--- config.mk ---
export PLATFORM = sky130hd
export DESIGN_NAME = tape_step_seq
export DESIGN_NICKNAME = d
export VERILOG_FILES = /design/src/rtl/tss_pkg.sv /design/src/rtl/tss_timer.sv /design/src/rtl/tss_write_fsm.sv /design/src/rtl/tss_read_fsm.sv /design/src/rtl/tape_step_seq.sv
export SDC_FILE = /design/constraint.sdc
export NUM_CORES = 1
export LEC_CHECK = 0
export ABC_AREA = 1
export BUFFER_PORTS_ARGS = -buffer_cell sky130_fd_sc_hd__buf_4
export CORE_UTILIZATION = 60
export CTS_BUF_LIST = sky130_fd_sc_hd__clkbuf_8
export CTS_CLUSTER_SIZE = 14
export DETAILED_ROUTE_END_ITERATION = 16
export PLACE_DENSITY = 0.8
export SKIP_CTS_REPAIR_TIMING = 1
export SLEW_MARGIN = 40
export SYNTH_ARGS = -nofsm -noshare
export SYNTH_HDL_FRONTEND = slang
export SYNTH_SLANG_ARGS = --single-unit
--- constraint.sdc ---
create_clock -name clk -period 1.8 [get_ports clk]
set_input_delay 0.09 -clock clk [delete_from_list [all_inputs] [get_ports clk]]
set_output_delay 0.09 -clock clk [all_outputs]
set_load 0.005 [all_outputs]
--- src/rtl/tss_pkg.sv ---
package tss_pkg;

   typedef enum logic [2:0] {
      WS_IDLE, WS_STEP, WS_SETTLE, WS_SAMPLE, WS_GAP1, WS_GAP2, WS_FIN
   } wr_state_t;

   typedef enum logic [1:0] {
      RS_IDLE, RS_WAIT, RS_LOAD
   } rd_state_t;

   // Round a duration up to whole clock cycles.
   function automatic int to_cyc(longint hz, longint ns);
      return int'((hz * ns + 64'd999_999_999) / 64'd1_000_000_000);
   endfunction

   function automatic int max_i(int a, int b);
      return (a > b) ? a : b;
   endfunction

endpackage

--- src/rtl/tss_timer.sv ---
module tss_timer #(
   parameter int CW = 8
) (
   input  logic          clk,
   input  logic          rst_n,
   input  logic          clr,
   input  logic          load,
   input  logic [CW-1:0] load_val,
   output logic          expired
);
   logic [CW-1:0] cnt;

   always_ff @(posedge clk or negedge rst_n) begin
      if (!rst_n)          cnt <= '0;
      else if (clr)        cnt <= '0;
      else if (load)       cnt <= load_val;
      else if (cnt != '0)  cnt <= cnt - 1'b1;
   end

   assign expired = (cnt == '0);
endmodule

--- src/rtl/tss_write_fsm.sv ---
module tss_write_fsm
   import tss_pkg::*;
#(
   parameter int CW           = 11,
   parameter int STEP_C       = 40,
   parameter int SETTLE_C     = 20,
   parameter int SAMPLE_C     = 2,
   parameter int GAP_C        = 2000,
   parameter int FIN_C        = 1,
   parameter bit LATCH_AT_END = 1'b0
) (
   input  logic clk,
   input  logic rst_n,
   input  logic abort,
   input  logic start_req,
   input  logic parity_err_in,
   output logic step,
   output logic sample_win,
   output logic err_flag,
   output logic fin,
   output logic busy,
   output logic accept
);
   wr_state_t     st, st_nx;
   logic          ld, tm_zero;
   logic [CW-1:0] lv;
   logic          cap_en, cap_val;

   function automatic wr_state_t succ(wr_state_t s);
      case (s)
         WS_STEP:   return WS_SETTLE;
         WS_SETTLE: return WS_SAMPLE;
         WS_SAMPLE: return WS_GAP1;
         WS_GAP1:   return WS_GAP2;
         WS_GAP2:   return WS_FIN;
         default:   return WS_IDLE;
      endcase
   endfunction

   function automatic logic [CW-1:0] len_of(wr_state_t s);
      case (s)
         WS_STEP:   return CW'(STEP_C - 1);
         WS_SETTLE: return CW'(SETTLE_C - 1);
         WS_SAMPLE: return CW'(SAMPLE_C - 1);
         WS_GAP1,
         WS_GAP2:   return CW'(GAP_C - 1);
         WS_FIN:    return CW'(FIN_C - 1);
         default:   return '0;
      endcase
   endfunction

   always_comb begin
      st_nx  = st;
      ld     = 1'b0;
      accept = 1'b0;
      if (st == WS_IDLE) begin
         if (start_req && !abort) begin
            accept = 1'b1;
            st_nx  = WS_STEP;
            ld     = 1'b1;
         end
      end else if (tm_zero) begin
         st_nx = succ(st);
         ld    = (st_nx != WS_IDLE);
      end
      lv = len_of(st_nx);
   end

   always_ff @(posedge clk or negedge rst_n) begin
      if (!rst_n)     st <= WS_IDLE;
      else if (abort) st <= WS_IDLE;
      else            st <= st_nx;
   end

   tss_timer #(.CW(CW)) u_tmr (
      .clk      (clk),
      .rst_n    (rst_n),
      .clr      (abort),
      .load     (ld),
      .load_val (lv),
      .expired  (tm_zero)
   );

   generate
      if (LATCH_AT_END) begin : g_cap_end
         assign cap_en  = (st == WS_SAMPLE) && tm_zero;
         assign cap_val = parity_err_in;
      end else begin : g_cap_any
         assign cap_en  = (st == WS_SAMPLE) && parity_err_in;
         assign cap_val = 1'b1;
      end
   endgenerate

   always_ff @(posedge clk or negedge rst_n) begin
      if (!rst_n)      err_flag <= 1'b0;
      else if (abort)  err_flag <= 1'b0;
      else if (accept) err_flag <= 1'b0;
      else if (cap_en) err_flag <= cap_val;
   end

   assign step       = (st == WS_STEP);
   assign sample_win = (st == WS_SAMPLE);
   assign fin        = (st == WS_FIN);
   assign busy       = (st != WS_IDLE);
endmodule

--- src/rtl/tss_read_fsm.sv ---
module tss_read_fsm
   import tss_pkg::*;
#(
   parameter int CW     = 11,
   parameter int RD_C   = 1,
   parameter int LOAD_C = 1
) (
   input  logic clk,
   input  logic rst_n,
   input  logic abort,
   input  logic char_clk,
   output logic load_stb,
   output logic accept
);
   rd_state_t     st, st_nx;
   logic          clk_q, rise, ld, tm_zero;
   logic [CW-1:0] lv;

   always_ff @(posedge clk or negedge rst_n) begin
      if (!rst_n) clk_q <= 1'b0;
      else        clk_q <= char_clk;
   end

   assign rise = char_clk && !clk_q;

   always_comb begin
      st_nx  = st;
      ld     = 1'b0;
      accept = 1'b0;
      lv     = '0;
      case (st)
         RS_IDLE: if (rise && !abort) begin
            accept = 1'b1;
            st_nx  = RS_WAIT;
            ld     = 1'b1;
            lv     = CW'(RD_C - 1);
         end
         RS_WAIT: if (tm_zero) begin
            st_nx = RS_LOAD;
            ld    = 1'b1;
            lv    = CW'(LOAD_C - 1);
         end
         default: if (tm_zero) st_nx = RS_IDLE;
      endcase
   end

   always_ff @(posedge clk or negedge rst_n) begin
      if (!rst_n)     st <= RS_IDLE;
      else if (abort) st <= RS_IDLE;
      else            st <= st_nx;
   end

   tss_timer #(.CW(CW)) u_tmr (
      .clk      (clk),
      .rst_n    (rst_n),
      .clr      (abort),
      .load     (ld),
      .load_val (lv),
      .expired  (tm_zero)
   );

   assign load_stb = (st == RS_LOAD);
endmodule

--- src/rtl/tape_step_seq.sv ---
module tape_step_seq
   import tss_pkg::*;
#(
   parameter longint CLK_HZ        = 1_000_000,
   parameter longint STEP_NS       = 40_000,
   parameter longint SETTLE_NS     = 20_000,
   parameter longint SAMPLE_NS     = 2_000,
   parameter longint GAP_NS        = 2_000_000,
   parameter longint FIN_NS        = 1_000,
   parameter longint RD_DELAY_NS   = 1_000,
   parameter longint RD_LOAD_NS    = 1_000,
   parameter longint MAX_CPS       = 300,
   parameter longint PROBE_MIN_NS  = 60_000,
   parameter longint PROBE_MAX_NS  = 75_000,
   parameter longint DATA_VALID_NS = 20_000,
   parameter bit     SAMPLE_AT_END = 1'b0
) (
   input  logic clk,
   input  logic rst_n,
   input  logic io_reset,
   input  logic data_out_stb,
   input  logic parity_err_in,
   input  logic char_clk,
   output logic write_step,
   output logic parity_sample,
   output logic parity_err_flag,
   output logic load_in_stb,
   output logic done_pulse,
   output logic done,
   output logic busy,
   output logic overrun
);
   localparam int STEP_C     = to_cyc(CLK_HZ, STEP_NS);
   localparam int SETTLE_C   = to_cyc(CLK_HZ, SETTLE_NS);
   localparam int SAMPLE_C   = to_cyc(CLK_HZ, SAMPLE_NS);
   localparam int GAP_C      = to_cyc(CLK_HZ, GAP_NS);
   localparam int FIN_C      = to_cyc(CLK_HZ, FIN_NS);
   localparam int RD_C       = to_cyc(CLK_HZ, RD_DELAY_NS);
   localparam int LOAD_C     = to_cyc(CLK_HZ, RD_LOAD_NS);
   localparam int SPACING_C  = to_cyc(CLK_HZ, 64'd1_000_000_000 / MAX_CPS);
   localparam int PROBE_LO_C = to_cyc(CLK_HZ, PROBE_MIN_NS);
   localparam int PROBE_HI_C = to_cyc(CLK_HZ, PROBE_MAX_NS);
   localparam int VALID_C    = to_cyc(CLK_HZ, DATA_VALID_NS);
   localparam int SEQ_C      = STEP_C + SETTLE_C + SAMPLE_C + 2 * GAP_C + FIN_C;
   localparam int MAXLEN     = max_i(max_i(max_i(STEP_C, SETTLE_C), max_i(SAMPLE_C, GAP_C)),
                                     max_i(FIN_C, max_i(RD_C, LOAD_C)));
   localparam int CW         = $clog2(MAXLEN + 1);

   generate
      if (STEP_C < 1 || SETTLE_C < 1 || SAMPLE_C < 1 || GAP_C < 1 ||
          FIN_C < 1 || RD_C < 1 || LOAD_C < 1) begin : g_bad_len
         $error("every interval must last at least one clock cycle");
      end
      if (SEQ_C < SPACING_C) begin : g_bad_rate
         $error("write sequence shorter than the minimum step spacing");
      end
      if (STEP_C + SETTLE_C < PROBE_LO_C || STEP_C + SETTLE_C > PROBE_HI_C) begin : g_bad_probe
         $error("parity sample point outside its allowed window");
      end
      if (RD_C + LOAD_C > VALID_C) begin : g_bad_read
         $error("read load strobe ends after input data becomes invalid");
      end
   endgenerate

   logic wr_fin, wr_accept, rd_accept;

   tss_write_fsm #(
      .CW (CW), .STEP_C (STEP_C), .SETTLE_C (SETTLE_C), .SAMPLE_C (SAMPLE_C),
      .GAP_C (GAP_C), .FIN_C (FIN_C), .LATCH_AT_END (SAMPLE_AT_END)
   ) u_wr (
      .clk           (clk),
      .rst_n         (rst_n),
      .abort         (io_reset),
      .start_req     (data_out_stb),
      .parity_err_in (parity_err_in),
      .step          (write_step),
      .sample_win    (parity_sample),
      .err_flag      (parity_err_flag),
      .fin           (wr_fin),
      .busy          (busy),
      .accept        (wr_accept)
   );

   tss_read_fsm #(.CW (CW), .RD_C (RD_C), .LOAD_C (LOAD_C)) u_rd (
      .clk      (clk),
      .rst_n    (rst_n),
      .abort    (io_reset),
      .char_clk (char_clk),
      .load_stb (load_in_stb),
      .accept   (rd_accept)
   );

   assign done_pulse = wr_fin || load_in_stb;

   always_ff @(posedge clk or negedge rst_n) begin
      if (!rst_n)                      done <= 1'b0;
      else if (io_reset)               done <= 1'b0;
      else if (done_pulse)             done <= 1'b1;
      else if (wr_accept || rd_accept) done <= 1'b0;
   end

   always_ff @(posedge clk or negedge rst_n) begin
      if (!rst_n)                     overrun <= 1'b0;
      else if (io_reset)              overrun <= 1'b0;
      else if (data_out_stb && busy)  overrun <= 1'b1;
   end
endmodule

=== After elaboration in Yosys (flattened, before gate mapping) ===
Cells that the tools add are included.

* Register bits: 31
* Input bits: 6

* Add/subtract/negate cells: 2
* Eq/ne operators: 15
* Mux-type cells: 35
* Reduce and logical (&&, ||, !) cells: 25

{| class="wikitable"
|+ Operators by type and width
! operator !! number
|-
| 2-to-1 mux 11 bit || 6
|-
| case mux 11 bit (4 select lines) || 1
|-
| zero test 11 bit || 2
|-
| nonzero test 11 bit || 2
|-
| subtractor 11 x 1 -> 11 bit (second input constant) || 2
|-
| nonzero test 3 bit || 7
|-
| 2-to-1 mux 3 bit || 6
|-
| equality test 3 bit (second input constant) || 5
|-
| 2-to-1 mux 1 bit || 15
|-
| case mux 3 bit (5 select lines) || 1
|-
| equality test 3 x 2 -> 1 bit (second input constant) || 4
|-
| 2-to-1 mux 2 bit || 4
|-
| equality test 3 x 1 -> 1 bit (second input constant) || 2
|-
| inequality test 3 x 2 -> 1 bit (second input constant) || 2
|-
| logical AND 1 bit || 5
|-
| case mux 2 bit (2 select lines) || 1
|-
| zero test 3 bit || 1
|-
| AND reduction 3 bit || 1
|-
| equality test 2 x 1 -> 1 bit (second input constant) || 1
|-
| equality test 2 bit (second input constant) || 1
|-
| zero test 1 bit || 2
|-
| zero test 2 bit || 1
|-
| logical OR 1 bit || 2
|-
| case mux 1 bit (2 select lines) || 1
|-
| 2 further kinds || 2
|}

=== Longest topological paths before layout ===
* Depth after elaboration: 11
* Mapped depth: 13
* Depth with buffers taken out: 13

=== Cells and area by module ===
From an unflattened synthesis, not the netlist that was laid out.

* Cell total of the unflattened synthesis: 293
* Area, all modules: 2054.5 µm²

{| class="wikitable"
|+ By module, submodules not included
! module !! instances !! cells an instance !! area an instance (µm²) !! sequential area each (µm²)
|-
| tss_timer || 2 || 107 || 759.5 || 275.3
|-
| tss_write_fsm || 1 || 50 || 296.5 || 100.1
|-
| tss_read_fsm || 1 || 20 || 156.4 || 75.1
|-
| tape_step_seq || 1 || 9 || 82.6 || 50.0
|}

=== Least setup slack after synthesis ===
Ideal clock, no wire load.

* Kind: flip-flop to flip-flop
* From: register u_wr.u_tmr.cnt[0]
* To: register u_wr.u_tmr.cnt[10]
* Setup time: 0.123 ns
* Arrival: 1.476 ns
* Data required time: 1.677 ns
* Setup slack: 0.201 ns
* Stages on the path, launching flop included: 12
* Path buffers: 0
* Period minus slack after synthesis: 1.599 ns
* Path through: dfrtp_1 -> inv_1 -> ha_1 -> inv_1 -> nor2_1 -> nand3_2 -> nor2_4 -> nand3_2 -> nand2_4 -> inv_6 -> o21ai_4 -> nor2_2

* Longest elaborated chain between the ends: 8
* Elaborated cells between the ends (all ways): 18
* Classes of those cells: 1 x add/sub; 5 x eq/ne; 8 x mux; 4 x reduce/logical

{| class="wikitable"
|+ RTL lines
! item !! line !! source
|-
| from (decl) || tss_timer.sv:11 || <nowiki>logic [CW-1:0] cnt;</nowiki>
|-
| from (signal assigned) || tss_timer.sv:16 || <nowiki>else if (load) cnt <= load_val;</nowiki>
|-
| from (signal assigned) || tss_timer.sv:17 || <nowiki>else if (cnt != '0) cnt <= cnt - 1'b1;</nowiki>
|-
| zero test 11 bit || tss_timer.sv:20 || <nowiki>assign expired = (cnt == '0);</nowiki>
|-
| 2-to-1 mux 3 bit || tss_write_fsm.sv:62 || <nowiki>end else if (tm_zero) begin</nowiki>
|-
| 2-to-1 mux 3 bit || tss_write_fsm.sv:56 || <nowiki>if (st == WS_IDLE) begin</nowiki>
|-
| equality test 3 bit || tss_write_fsm.sv:41 || <nowiki>case (s)</nowiki>
|-
| OR reduction 2 bit || tss_write_fsm.sv:41 ||
|-
| case mux 11 bit (4 select lines) || tss_write_fsm.sv:41 ||
|-
| 2-to-1 mux 11 bit || tss_timer.sv:16 ||
|-
| 2-to-1 mux 11 bit || tss_timer.sv:15 || <nowiki>else if (clr) cnt <= '0;</nowiki>
|}

Several ways; a longest one is shown, not always the timed one. The select of a mux whose other input is x is not followed.
A chain may end at the register's enable or synchronous reset.

=== Final worst setup path ===
* From: register u_wr.u_tmr.cnt[0]
* To: register u_wr.u_tmr.cnt[0]

The elaborated chain is that of the path after synthesis.

==> flow_summary.toml <==
[status]
status = "complete, but fails checks"
violations = "design-rule violations"

[setup_path]
critPathLaunchType = "flop"
rr_endpoint = "u_wr.u_tmr.cnt[0]$_DFFE_PN0P_"
cp_data_required_time_ps = 1950
regToRegSetupSlack_ps = 90
crit_fanout = 4
crit_start = "u_wr.u_tmr.cnt[0]$_DFFE_PN0P_"
reg2reg_depth = 11
cp.arrival_ps = 1850
endpoint_kind = "flop"
criticalPathCategory = "reg -> reg"
worstReg2RegStart = "u_wr.u_tmr.cnt[0]$_DFFE_PN0P_"

[timing]
period_share = 0.9479
worst_pin_slew_ps = 386.9
fmax_mhz = 586.1
maxSlewHeadroom = 0.7421
finalSetupViolCount = 0
min_period_ps = 1706
fin_skew_ps = 5.690
hold_viol = 0
finalSetupTns_ps = 0
drv_slew = 0

[cells_and_area]
multi_input_area_sq_um = 991.0
antenna_cells = 0
area_delta_synth_final_pct = 17.73
finalNonFillerCells = 296
final_common_cell = "nand2_1"
mostFrequentLayoutCells = "nand2_1, dfrtp_1, nor2_1, inv_1, buf_4"
regArea_sq_um = 775.7
layout-drive-gt1-share = 0.2566
finalNetCount = 273
fillers = 203

[global_routing]
track_usage = 0.2553
grt_pass1_vias = 1507
grt_pass1_wl_mm = 6.417
antenna_found_initial = 0
grt_max_degree = 32
overflow = 0

[clock_network]
cts_buffers = 5
cts_tree = "done"
path_clk_slew_ps = 60
cts_sinks = 31
max-clock-path-buffers = 2
clock_latency_ps = 280
h-tree-depth = 2
cts_root_buffer = "clkbuf_8"

[synth]
ys_ff_latch = 31
ys_warn_count = 0
synth-main-ff-cell = "dfrtp_1"
syn_area_per_cell_sq_um = 7.829
synth_cell_type_count = 32
synth_edf_count = 0
yosysSeqAreaShare = 0.4181
synth_cells = 237
synth.largest_area_cell = "dfrtp_1"
synth_area_leaders = "dfrtp_1, nand2_1, nor2_1"
async_flop_share = 1.000
netlist_area_sq_um = 1856
synth_top_area_share = 0.4181
synth_nets = 246

[run]
max_cap_viol_count = 0

[power_and_ir_drop]
power.density_nw_per_um2 = 1756
vdd_drop_max_mv = 1.174
p_leak_nw = 1.078

[floorplanning]
die_area_sq_um = 3319
ios = 14
num_rows = 19
die_w_microns = 57.61
die_h_microns = 57.61
start_util = 0.6504
coreArea_sq_um = 2853

[place]
post-dp-hpwl_mm = 2.669
io_buffers = 13
gp_congestion = 0.9197
dp_cells = 281

[min_path]
whs_path_depth = 2
hold_path.class = "in -> reg"
min_to = "u_rd.u_tmr.cnt[7]$_DFFE_PN0P_"
min_from = "io_reset"

[route]
wl_per_cell_microns = 13.48
drc_errors = 2
viasPerCell = 5.578
finalWirelength_mm = 3.990
ant_nets = 0
first_iter_violations = 82
num_vias = 1651
first_pass_iters = 10
[worst max path at each step]
stage	to	slack (ps)
after floorplan	u_wr.u_tmr.cnt[10]$_DFFE_PN0P_	200
after global placement	u_rd.u_tmr.cnt[9]$_DFFE_PN0P_	100
after detailed placement	u_wr.u_tmr.cnt[1]$_DFFE_PN0P_	60
after CTS	u_wr.u_tmr.cnt[6]$_DFFE_PN0P_	50
after global routing	u_wr.u_tmr.cnt[1]$_DFFE_PN0P_	-50
final	u_wr.u_tmr.cnt[0]$_DFFE_PN0P_	90
[layout make-up]
class,instances,area share
Clock inverter,3,0.005727
Timing Repair Buffer,23,0.08133
Inverter,30,0.05498
Multi-Input combinational cell,173,0.4536
Tap cell,31,0.01775
Sequential cell,31,0.3551
Clock buffer,5,0.03150
[state kept, by name, summed over array words and instances (netlist names)]
name,flops
u_wr.u_tmr.cnt,11
u_wr.st,3
done,1
overrun,1
u_rd.u_tmr.cnt,11
u_rd.clk_q,1
u_wr.err_flag,1
u_rd.st,2
[critical path, stage by stage, from the launching register on]
cell and delay [ps]:
dfrtp_1 400, inv_2 100, ha_4 130, inv_1 40, nor2_2 100, nand3_2 100, nor3_1 240, nand2_2 120
nand2_4 120, inv_4 50, nand3_1 70, o21ai_0 100
[cell usage after synthesis (2+ instances only)]
library cell  count
a211oi_1          5
nor3_1           11
xor2_1            2
nand3_2           4
nor3b_1           3
nand2_1          47
nor2_1           29
buf_2             2
inv_2             2
nor2_2            6
a21oi_1          16
o21ai_0           8
nand2_2           5
and3_1            2
nand4_1           2
inv_1            27
dfrtp_1          31
ha_1              3
nor3_2            2
or2_2             3
nor4_1            2
nor2_4            6
nand3_1          10
[routing by layer]
layer | global-route usage | routed length (microns)
met1 | 0.3348 | 1745
met2 | 0.4252 | 2076
met3 | 0.04911 | 126
met4 | 0.09059 | 41
met5 | 0 | 0
[per-stage QoR]
step / instance area (sq um) / power [mW] / hold slack (ps) / setup WS, ps / util
floorplan: 1856 / 2.690 / -205.6 / 201.2 / -
global placement: 1997 / 3.144 / 42.99 / 104.2 / 0.7000
detailed placement: 1997 / 3.151 / 44.32 / 64.03 / 0.7000
CTS: 2078 / 3.676 / -252.0 / 46.79 / 0.7285
global route: 2185 / 4.190 / 51.89 / -51.46 / 0.7658
finish: 2185 / 3.836 / 55.77 / 93.74 / 0.7658
[power breakdown]
part | leakage (nW) | switching, mW | internal, mW
logic | 0.617 | 1.28 | 0.845
registers | 0.411 | 0.277 | 0.934
clock network | 0.0505 | 0.242 | 0.259
[cells by family (layout without fill, tap and decap cells)]
logic type / count (synthesis) / count (layout) / synth area share
AND/OR/NAND/NOR: 133 / 133 / 0.3648
flip-flops: 31 / 31 / 0.4181
buffers and inverters: 33 / 61 / 0.07283
adder cells (fa/ha/maj): 3 / 3 / 0.02023
XOR/XNOR: 2 / 2 / 0.009442
AO/OA/AOI/OAI: 35 / 35 / 0.1146
No activity file was read; power rests on OpenSTA's default activity.
